<file path="src/rtl/startup_pkg.sv">
package startup_pkg;

    localparam int unsigned SETTLE_SLOW_TICKS = 4;
    localparam int unsigned WARM_FAST_TICKS   = 8;

    typedef enum logic [2:0] {
        ST_SETTLE = 3'd0,
        ST_WARM   = 3'd1,
        ST_HOLD   = 3'd2,
        ST_RUN    = 3'd3,
        ST_STOP   = 3'd4,
        ST_FLASH  = 3'd5
    } seq_state_e;

    typedef struct packed {
        logic fast_gate;
        logic afe_rel;
        logic cpu_rel;
        logic done;
    } rel_out_t;

    function automatic rel_out_t decode_outputs(seq_state_e s);
        rel_out_t o;
        o = '0;
        case (s)
            ST_WARM, ST_HOLD, ST_FLASH: begin
                o.fast_gate = 1'b1;
                o.afe_rel   = 1'b1;
            end
            ST_RUN: begin
                o.fast_gate = 1'b1;
                o.afe_rel   = 1'b1;
                o.cpu_rel   = 1'b1;
                o.done      = 1'b1;
            end
            ST_STOP: o.afe_rel = 1'b1;
            default: o = '0;
        endcase
        return o;
    endfunction

endpackage

</file>
<file path="src/rtl/tick_counter.sv">
module tick_counter #(
    parameter int unsigned LIMIT = 8
) (
    input  logic clk,
    input  logic rst,
    input  logic clr,
    input  logic tick,
    output logic reached
);
    localparam int unsigned W = $clog2(LIMIT + 1);
    localparam logic [W-1:0] LIMIT_W = W'(LIMIT);

    logic [W-1:0] cnt;

    assign reached = (cnt == LIMIT_W);

    always_ff @(posedge clk) begin
        if (rst || clr) begin
            cnt <= '0;
        end else if (tick && !reached) begin
            cnt <= cnt + 1'b1;
        end
    end
endmodule

</file>
<file path="src/rtl/gap_tracker.sv">
module gap_tracker (
    input  logic clk,
    input  logic rst,
    input  logic clear,
    input  logic arm,
    input  logic watch,
    input  logic slow_tick,
    output logic gap_ok
);
    always_ff @(posedge clk) begin
        if (rst || clear) begin
            gap_ok <= 1'b0;
        end else if (arm || (watch && slow_tick)) begin
            gap_ok <= 1'b1;
        end
    end
endmodule

</file>
<file path="src/rtl/startup_seq_timer.sv">
module startup_seq_timer
    import startup_pkg::*;
#(
    parameter int unsigned SETTLE_TICKS = SETTLE_SLOW_TICKS,
    parameter int unsigned WARM_TICKS   = WARM_FAST_TICKS
) (
    input  logic clk,
    input  logic rst,
    input  logic slow_tick,
    input  logic fast_tick,
    input  logic stop_enter,
    input  logic stop_exit,
    input  logic flash_ready,
    output logic fast_clk_en,
    output logic afe_release,
    output logic cpu_release,
    output logic seq_done
);
    seq_state_e state, state_nx;
    logic       settle_hit;
    logic       warm_hit;
    logic       gap_ok;
    rel_out_t   outs;

    tick_counter #(.LIMIT(SETTLE_TICKS)) u_settle_cnt (
        .clk     (clk),
        .rst     (rst),
        .clr     (state != ST_SETTLE),
        .tick    (slow_tick),
        .reached (settle_hit)
    );

    tick_counter #(.LIMIT(WARM_TICKS)) u_warm_cnt (
        .clk     (clk),
        .rst     (rst),
        .clr     (state != ST_WARM),
        .tick    (fast_tick),
        .reached (warm_hit)
    );

    gap_tracker u_gap (
        .clk       (clk),
        .rst       (rst),
        .clear     (state == ST_SETTLE),
        .arm       (state == ST_STOP),
        .watch     ((state == ST_WARM) || (state == ST_HOLD)),
        .slow_tick (slow_tick),
        .gap_ok    (gap_ok)
    );

    always_comb begin
        state_nx = state;
        case (state)
            ST_SETTLE: if (settle_hit)  state_nx = ST_WARM;
            ST_WARM:   if (warm_hit)    state_nx = gap_ok ? ST_RUN : ST_HOLD;
            ST_HOLD:   if (gap_ok)      state_nx = ST_RUN;
            ST_RUN:    if (stop_enter)  state_nx = ST_STOP;
            ST_STOP:   if (stop_exit)   state_nx = ST_FLASH;
            ST_FLASH:  if (flash_ready) state_nx = ST_WARM;
            default:                    state_nx = ST_SETTLE;
        endcase
    end

    always_ff @(posedge clk) begin
        if (rst) begin
            state <= ST_SETTLE;
        end else begin
            state <= state_nx;
        end
    end

    assign outs        = decode_outputs(state);
    assign fast_clk_en = outs.fast_gate;
    assign afe_release = outs.afe_rel;
    assign cpu_release = outs.cpu_rel;
    assign seq_done    = outs.done;
endmodule

</file>
<file path="config.mk">
export PLATFORM = sky130hd
export DESIGN_NAME = startup_seq_timer
export DESIGN_NICKNAME = d
export VERILOG_FILES = /design/src/rtl/startup_pkg.sv /design/src/rtl/tick_counter.sv /design/src/rtl/gap_tracker.sv /design/src/rtl/startup_seq_timer.sv
export SDC_FILE = /design/constraint.sdc
export NUM_CORES = 1
export LEC_CHECK = 0
export BUFFER_PORTS_ARGS = -buffer_cell sky130_fd_sc_hd__buf_2
export CELL_PAD_IN_SITES_DETAIL_PLACEMENT = 2
export CELL_PAD_IN_SITES_GLOBAL_PLACEMENT = 2
export CORE_ASPECT_RATIO = 0.7
export CORE_MARGIN = 2
export CORE_UTILIZATION = 30
export CTS_BUF_LIST = sky130_fd_sc_hd__clkbuf_4 sky130_fd_sc_hd__clkbuf_8
export DETAILED_ROUTE_END_ITERATION = 8
export HOLD_SLACK_MARGIN = 0.12
export PLACE_DENSITY_LB_ADDON = 0.1
export SLEW_MARGIN = 20
export SYNTH_ARGS = -nofsm -noshare
export SYNTH_HDL_FRONTEND = slang
export SYNTH_SLANG_ARGS = --single-unit
</file>
<file path="constraint.sdc">
create_clock -name clk -period 3.9 [get_ports clk]
set_clock_uncertainty 0.15 [all_clocks]
set_input_delay 0.195 -clock clk [delete_from_list [all_inputs] [get_ports clk]]
set_output_delay 0.195 -clock clk [all_outputs]
set_load 0.1 [all_outputs]
</file>
==> impl_metrics.ini, run 1 <==
[outcome]
status = finished clean

[detailed_routing]
drcViolationCount = 0
drt_first_pass_iters = 4
wl_per_cell_um = 14.92
routed_wl_mm = 1.731
antenna_left = 0
via_per_inst = 5.362
first_iter_violations = 10
via_count = 622

[floorplanning]
core_area_um2 = 1936
die_x_um = 59.18
io-pin-count = 11
die_y_um = 42.63
initial_core_util = 0.3303
dieArea_um2 = 2522
rows = 13

[timing]
fmax_ghz = 0.5152
rsz0062_at_grt = no
min_period_ns = 1.941
tightest_slew_ns = 0.4848
slew_headroom = 0.6790
fin_crit_sh = 0.4977
setup_viol = 0
finalSetupTns_ns = 0
final_max_slew_viol_count = 0
hold_viol = 0

[synth]
synth_edf_count = 0
syn_inst = 79
syn_area_um2 = 639.4
synthesis.nets = 90
syn_area_per_cell_um2 = 8.093
ys_ff_latch = 11
yosysSeqAreaShare = 0.3444
yosys_most_used_dff = dfxtp_1
yosysWarnings = 0
yosysUniqueCellTypes = 32
async_flop_share = 0

[worst_setup_path]
cp.depth = 2
ff2ff_path_depth = 4
required_ns = 3.56
path_delay_family = flip-flops
crit_path_max_incr_delay_ns = 0.61
crit_start = state[1]
cp_cell_sequence = and3_1, buf_2
cp_slowest_cell = dfxtp_1
r2r_start = state[1]
cp-end-kind = output pin
crit_buf_inv = 1
critPathArrivalTime_ns = 1.60
critPathMaxFanout = 15
rrSetupSlack_ns = 2.06
r2r-end = u_gap.gap_ok
crit_type = reg -> out
start_kind = flip-flop

[global_routing]
busiest_layer = met1
antenna_found_initial = 0
grtUsageMet1 = 0.2288
grtUsageTotal = 0.1635
use_met2 = 0.2244
grt_max_degree = 16
grt_pass1_wl_mm = 2.939
grt_util_met3 = 0.07407
grt_overflow = 0
grt_pass1_vias = 599

[clock_tree]
clk_path_buf_depth = 2
clock_sinks = 11
cts-root-buf = clkbuf_4
post-cts-setup-buffers = 0
clock_latency_ns = 0.28
cts_buffers = 3
holdBufCountCts = 5
cts.clk_slew.worst_paths_ns = 0.07
post_cts_resized = 0
h-tree-depth = 1
cts_tree = built

[pwr]
vdd_drop_max_mv = 0.1283
leakage_nw = 0.3268
power_density_nw_per_um2 = 302.1
p_total_w = 0.0002332

[hold_path]
hp-start = stop_enter
hold_depth = 4
hp-class = in -> reg
min_to = state[1]

[cells_and_area]
fin_nets = 106
areaGrowthSynthToFinish_pct = 20.74
drive_gt1_frac = 0.1702
final_cells = 116
n_antenna_cell = 0
final_cell_mix = dfxtp_1, buf_2, inv_1, nand2_1
layout_commonest_cell = dfxtp_1

[run]
maxCapViolations = 0

[placed_design]
portBuffers = 10
gp_congestion = 0.7863
dp_cells = 107
dp_hpwl_mm = 1.332
## per-layer routing
metal  up-vias  part of all wire
met5         -                 0
met4         0             0.011
met3         2             0.046
met2        10              0.42
met1       296              0.53
li1        314                 -
## synthesized netlist by cell type, drive strengths merged (2+ instances only)
master   n  area [um^2]
ha       4        50.05
buf      4        25.02
nand2    7        26.28
nand3    2        10.01
nand3b   3        22.52
nand4    2        12.51
a31oi    2        12.51
inv      7        26.28
nor3     3        15.01
o21ai    4        20.02
nor2     6        22.52
a21oi    7        38.79
dfxtp   11        220.2
## area by class of cell
cell class	count	area, um^2
clock buffer	4	30.03
fill	231	1164
inverter	7	26.28
multi-input combinational	57	367.9
sequential	11	220.2
tap	22	27.53
timing repair buffer	15	100.1
## cell families (layout without fill, tap and decap cells)
family	Yosys count	after routing	synth area share
XOR/XNOR	2	2	0.02740
AO/OA/AOI/OAI	21	21	0.2153
multiplexers	1	1	0.01566
flip-flops	11	11	0.3444
adder cells (fa/ha/maj)	4	4	0.07828
buffers and inverters	11	26	0.08024
AND/OR/NAND/NOR	29	29	0.2388
## state kept, by name (all words and copies together) (netlist names)
register / flops
u_warm_cnt.cnt: 4
state: 3
u_settle_cnt.cnt: 3
u_gap.gap_ok: 1
## where the power goes
part           internal [W]  switching [W]
sequential         0.000115     0.00000291
combinational     0.0000114      0.0000133
clock             0.0000467      0.0000441
total              0.000173      0.0000603
## worst max-delay path by stage
| stage | endpoint |
|---|---|
| 6_report | seq_done |
| 3_5_place_dp | seq_done |
| 3_3_place_gp | cpu_release |
| 5_1_grt | fast_clk_en |
| 4_1_cts | seq_done |
| 2_1_floorplan | fast_clk_en |
## metrics by stage
stage / cell area [um^2] / hold WS (ns) / worst slack (ns) / util
2_1_floorplan: 639.4 / 0.1144 / 1.514 / -
3_3_place_gp: 691.9 / 0.3066 / 2.271 / 0.3575
3_5_place_dp: 691.9 / 0.3260 / 2.269 / 0.3575
4_1_cts: 772.0 / 0.1578 / 1.945 / 0.3988
5_1_grt: 772.0 / 0.1960 / 1.829 / 0.3988
6_report: 772.0 / 0.1572 / 1.959 / 0.3988
## worst min-delay path, delay by kind of cell
family / cells / cell delay, ns
compound gates: 1 / 0.14
buf+inv: 1 / 0.09
simple gates: 2 / 0.11
(Power assumes the default switching activity.)
==> inputs of run 2 (changes only) <==
ABC_AREA = 1   (was not set)
clock period = 2 ns   (was 3.9 ns; I/O delays follow)
==> impl_metrics.ini, run 2 <==
[cells_and_area]
top_regs = u_warm_cnt.cnt: 4 flops, state: 3 flops, u_settle_cnt.cnt: 3 flops
largest_reg_flops = 4
multi_input_area_um2 = 404.1
regMostFlops = u_warm_cnt.cnt
postLayoutCellArea_um2 = 874.6
final_cell_mix = nand2_1, inv_1, nand3_1, nor2_1, dfxtp_1
areaGrowthSynthToFinish_pct = 21.78
final_util = 0.3963
final_cells = 161
layout_commonest_cell = nand2_1
register_area_um2 = 221.5
drive_gt1_frac = 0.2093
fin_nets = 141
n_antenna_cell = 0
final.fill_count = 285

[detailed_routing]
wl_per_cell_um = 13.06
drcViolationCount = 0
via_per_inst = 4.621
routed_wl_mm = 2.102
drt_first_pass_iters = 3
via_count = 744
antenna_left = 0
first_iter_violations = 9

[synth]
synthesis.nets = 124
synth_fa_ha_area_frac = 0.06969
yosysWarnings = 0
yosys-top-cells-area = dfxtp_1, nand2_1, inv_1
yosysUniqueCellTypes = 19
async_flop_share = 0
yosysSeqAreaShare = 0.3066
synth_largest_area_cell = dfxtp_1
synth_edf_count = 0
synthSimpleGateAreaFrac = 0.3606
yosys_most_used_dff = dfxtp_1
synth-compound-area-share = 0.09233
syn_inst = 113
syn_area_per_cell_um2 = 6.356
muxShareOfSynthArea = 0
yosys.area_share.xor_xnor = 0.02439
yosysMostFrequentCell = nand2_1
synth_top_family_by_area = simple AND/OR/NAND/NOR gates
syn_area_um2 = 718.2
synth_top_cells_by_count = nand2_1, inv_1, dfxtp_1, nor2_1, nand3_1
ys_ff_latch = 11
netlist.area_leader.share = 0.3066

[worst_setup_path]
cp_slowest_cell = dfxtp_1
critPathArrivalTime_ns = 1.60
ff2ff_path_depth = 4
start_kind = flip-flop
cp-end-kind = output pin
path_delay_family = simple AND/OR/NAND/NOR gates
crit_buf_inv = 1
rrSetupSlack_ns = 0.16
crit_type = reg -> out
critPathMaxFanout = 7
r2r_start = state[0]
crit_path_max_incr_delay_ns = 0.40
required_ns = 1.75
r2r-end = u_gap.gap_ok
cp_cell_sequence = nor2_2, nand2_1, o21ai_2, clkbuf_4
crit_start = state[0]

[global_routing]
antenna_found_initial = 0
grtUsageMet1 = 0.2265
busiest_layer = met2
grt_overflow = 0
grt_util_met3 = 0.03741
grtUsageTotal = 0.1743
use_met2 = 0.2989
grt_pass1_vias = 799
grt_pass1_wl_mm = 3.691
grt_max_degree = 10

[timing]
final_max_slew_viol_count = 0
setup_viol = 0
fmax_ghz = 0.5410
fin_crit_sh = 0.9242
slew_headroom = 0.6746
worst_slack_ns = 0.1517
finalSetupTns_ns = 0
min_period_ns = 1.848
tightest_slew_ns = 0.4914
hold_viol = 0
rsz0062_at_grt = no

[clock_tree]
clk_path_buf_depth = 2
cts.clk_slew.worst_paths_ns = 0.08
post-cts-setup-buffers = 0
h-tree-depth = 1
cts_tree = built
clock_sinks = 11
clock_latency_ns = 0.28
cts_buffers = 3
cts-root-buf = clkbuf_4

[floorplanning]
die_x_um = 62.48
initial_core_util = 0.3254
dieArea_um2 = 2808
core_area_um2 = 2207
die_y_um = 44.94
io-pin-count = 11
rows = 14

[pwr]
pwr-share-comb = 0.572
p_int_w = 0.0005032
switching_share = 0.5460
leakage_nw = 0.4535
vdd_drop_max_mv = 0.7590
power_density_nw_per_um2 = 1267
clockPowerShare = 0.160
pwr-share-seq = 0.268
p_sw_w = 0.0006052

[hold_path]
hold_depth = 7
hp-class = in -> reg
hp-start = stop_enter
min_to = state[2]

[placed_design]
placed_area_um2 = 800.8
dp_hpwl_mm = 1.675
place_ws_ns = 0.3661
portBuffers = 10
dp_cells = 153
gp_congestion = 0.7672

[run]
maxCapViolations = 0

[outcome]
status = finished clean
-- run 2: cells by family (layout without fill, tap and decap cells) --
group,Yosys count,after routing
flops,11,11
fa+ha+maj,4,4
compound gates,12,12
simple gates,59,59
xor+xnor,2,2
buf+inv,25,41
-- run 2: power groups by stage --
stage	Combinational [W]	Sequential, W	Clock (W)
final	0.000634	0.000297	0.000177
after global routing	0.000697	0.000305	0.000199
after detailed placement	0.000625	0.000301	0
after floorplan	0.000510	0.000287	0
after global placement	0.000605	0.000301	0
after CTS	0.000641	0.000297	0.000191
-- run 2: cell type report --
| cell class | count | share of cell area |
|---|---|---|
| clock buffers | 4 | 0.03433 |
| inverters | 23 | 0.09871 |
| multi-input cells | 77 | 0.4621 |
| flip-flops and latches | 11 | 0.2532 |
| well taps | 32 | 0.04578 |
| repair buffers | 14 | 0.1059 |
-- run 2: how the worst max path moves through the flow --
stage / endpoint / slack [ns] / depth (start not counted)
2_1_floorplan: state[0] / 0.26 / 9
3_3_place_gp: afe_release / 0.37 / 4
3_5_place_dp: afe_release / 0.37 / 4
4_1_cts: u_gap.gap_ok / 0.02 / 6
5_1_grt: afe_release / 0.04 / 4
6_report: afe_release / 0.15 / 4
-- run 2: per-layer routing --
metal | up-vias | part of all wire
li1 | 380 | -
met1 | 350 | 0.51
met2 | 12 | 0.46
met3 | 2 | 0.029
met4 | 0 | 0.0057
met5 | - | 0
-- run 2: repair_timing --
action,4_1_cts,5_1_grt
hold endpoints to repair,11,0
gates resized for setup,0,2
endpoints found under the setup margin,0,2
hold buffers,4,0
-- run 2: worst min-delay path, stage by stage --
cell      delay, ns
buf_2          0.10
inv_1          0.04
nand2_1        0.06
nand2_2        0.09
nor2_2         0.06
o211ai_1       0.08
inv_1          0.06
-- run 2: metrics by stage --
step | hold WS [ns] | power [W]
floorplan | 0.09733 | 0.0007971
global placement | 0.2254 | 0.0009052
detailed placement | 0.2357 | 0.0009257
CTS | 0.1836 | 0.001129
global route | 0.2402 | 0.001200
finish | 0.1944 | 0.001108
==> inputs of run 3 (changes only) <==
BUFFER_PORTS_ARGS = not set   (was -buffer_cell sky130_fd_sc_hd__buf_2)
DONT_BUFFER_PORTS = 1   (was not set)
==> impl_metrics.ini, run 3 (synthesized netlist as in run 2, its figures left out) <==
[timing]
slew_headroom = 0.6395
final_max_slew_viol_count = 0
fmax_ghz = 0.5396
hold_viol = 0
min_period_ns = 1.853
rsz0062_at_grt = no
tightest_slew_ns = 0.5452
setup_viol = 0
fin_crit_sh = 0.9266
finalSetupTns_ns = 0

[cells_and_area]
final_cell_mix = nand2_1, inv_1, nand3_1, nor2_1, dfxtp_1
final_util = 0.4104
largest_reg_flops = 4
drive_gt1_frac = 0.1875
final.fill_count = 283
regMostFlops = u_warm_cnt.cnt
areaGrowthSynthToFinish_pct = 26.13
n_antenna_cell = 0
multi_input_area_um2 = 409.1
layout_commonest_cell = nand2_1
fin_nets = 140
top_regs = u_warm_cnt.cnt: 4 flops, state: 3 flops, u_settle_cnt.cnt: 3 flops
register_area_um2 = 222.7

[worst_setup_path]
cp-end-kind = flip-flop
critPathArrivalTime_ns = 1.91
start_kind = flip-flop
required_ns = 2.05
cp_slowest_cell = dlygate4sd3_1
cp_cell_sequence = nor2_4, nand3_1, nand2_1, inv_2, dlygate4sd3_1, nand3_1, nand2_1, nor2_1
crit_type = reg -> reg
crit_buf_inv = 2
path_delay_family = simple AND/OR/NAND/NOR gates
critPathMaxFanout = 7
rrSetupSlack_ns = 0.15
crit_path_max_incr_delay_ns = 0.55

[floorplanning]
core_area_um2 = 2207
io-pin-count = 11
rows = 14
die_x_um = 62.48
die_y_um = 44.94
dieArea_um2 = 2808
initial_core_util = 0.3254

[placed_design]
dp_hpwl_mm = 1.656
portBuffers = 0
gp_congestion = 0.7963

[detailed_routing]
drt_first_pass_iters = 2
via_per_inst = 4.631
first_iter_violations = 4
via_count = 741
routed_wl_mm = 2.259
drcViolationCount = 0
antenna_left = 0
wl_per_cell_um = 14.12

[clock_tree]
cts_tree = built
cts.clk_slew.worst_paths_ns = 0.07
clk_path_buf_depth = 2
clock_sinks = 11
cts-root-buf = clkbuf_4
clock_latency_ns = 0.28
cts_buffers = 3
h-tree-depth = 1

[outcome]
status = finished clean

[global_routing]
grtUsageTotal = 0.1729
grt_overflow = 0
grt_max_degree = 10
grt_pass1_wl_mm = 3.574
antenna_found_initial = 0
grt_pass1_vias = 778

[run]
maxCapViolations = 0

[pwr]
vdd_drop_max_mv = 0.8048
power_density_nw_per_um2 = 1280
leakage_nw = 0.4541

[hold_path]
hp-class = in -> reg
[run 3: changes by cell type in the layout (fill, tap and decap cells not counted), sizes merged]
| cell | delta |
|---|---|
| clkbuf | -1 |
| dlygate4sd3 | +4 |
| buf | -4 |
[run 3: worst register-to-register path, delay by kind of cell (launching register included)]
kind | cells | cell delay, ns
flops | 1 | 0.39
simple gates | 6 | 0.63
buf+inv | 2 | 0.61
[run 3: per-stage QoR]
stage	worst slack [ns]	cells	hold slack [ns]	total power [W]	cell area, um^2
floorplan	0.2597	113	0.09733	0.0007971	729.5
global placement	0.4817	147	0.1093	0.0009170	780.7
detailed placement	0.4780	147	0.1201	0.0009343	780.7
CTS	0.01046	159	0.1201	0.001122	890.9
global route	0.04593	160	0.2331	0.001244	905.9
finish	0.1468	160	0.1463	0.001160	905.9
[run 3: report_power, final]
part           total [W]  switching (W)  internal [W]  leakage, nW
sequential      0.000310      0.0000569      0.000253       0.0902
combinational   0.000674       0.000483      0.000191        0.346
clock           0.000175      0.0000846     0.0000909       0.0184
[run 3: cell type report]
class / instances / share of cell area
multi-input cells: 77 / 0.4517
flip-flops and latches: 11 / 0.2459
repair buffers: 13 / 0.1298
inverters: 23 / 0.09530
well taps: 32 / 0.04420
clock buffers: 4 / 0.03315
[run 3: layer usage]
metal	global-route usage	wire, um
met1	0.2239	1115
met2	0.2968	1069
met3	0.02993	52
met4	0.06667	22
met5	0	0
[run 3: timing repair]
item                                   in CTS  in global routing
setup endpoints to repair                   0                  3
gates resized for setup                     0                  4
endpoints found under the hold margin      11                  0
setup buffers                               0                  1
hold buffers                                8                  0
[run 3: final timing paths]
kind / from / cells past startpoint / end
max reg2reg: state[1] / 8 / state[0]
max: state[1] / 8 / state[0]
min: stop_exit / 7 / state[1]
min reg2reg: u_warm_cnt.cnt[0] / 2 / u_warm_cnt.cnt[0]
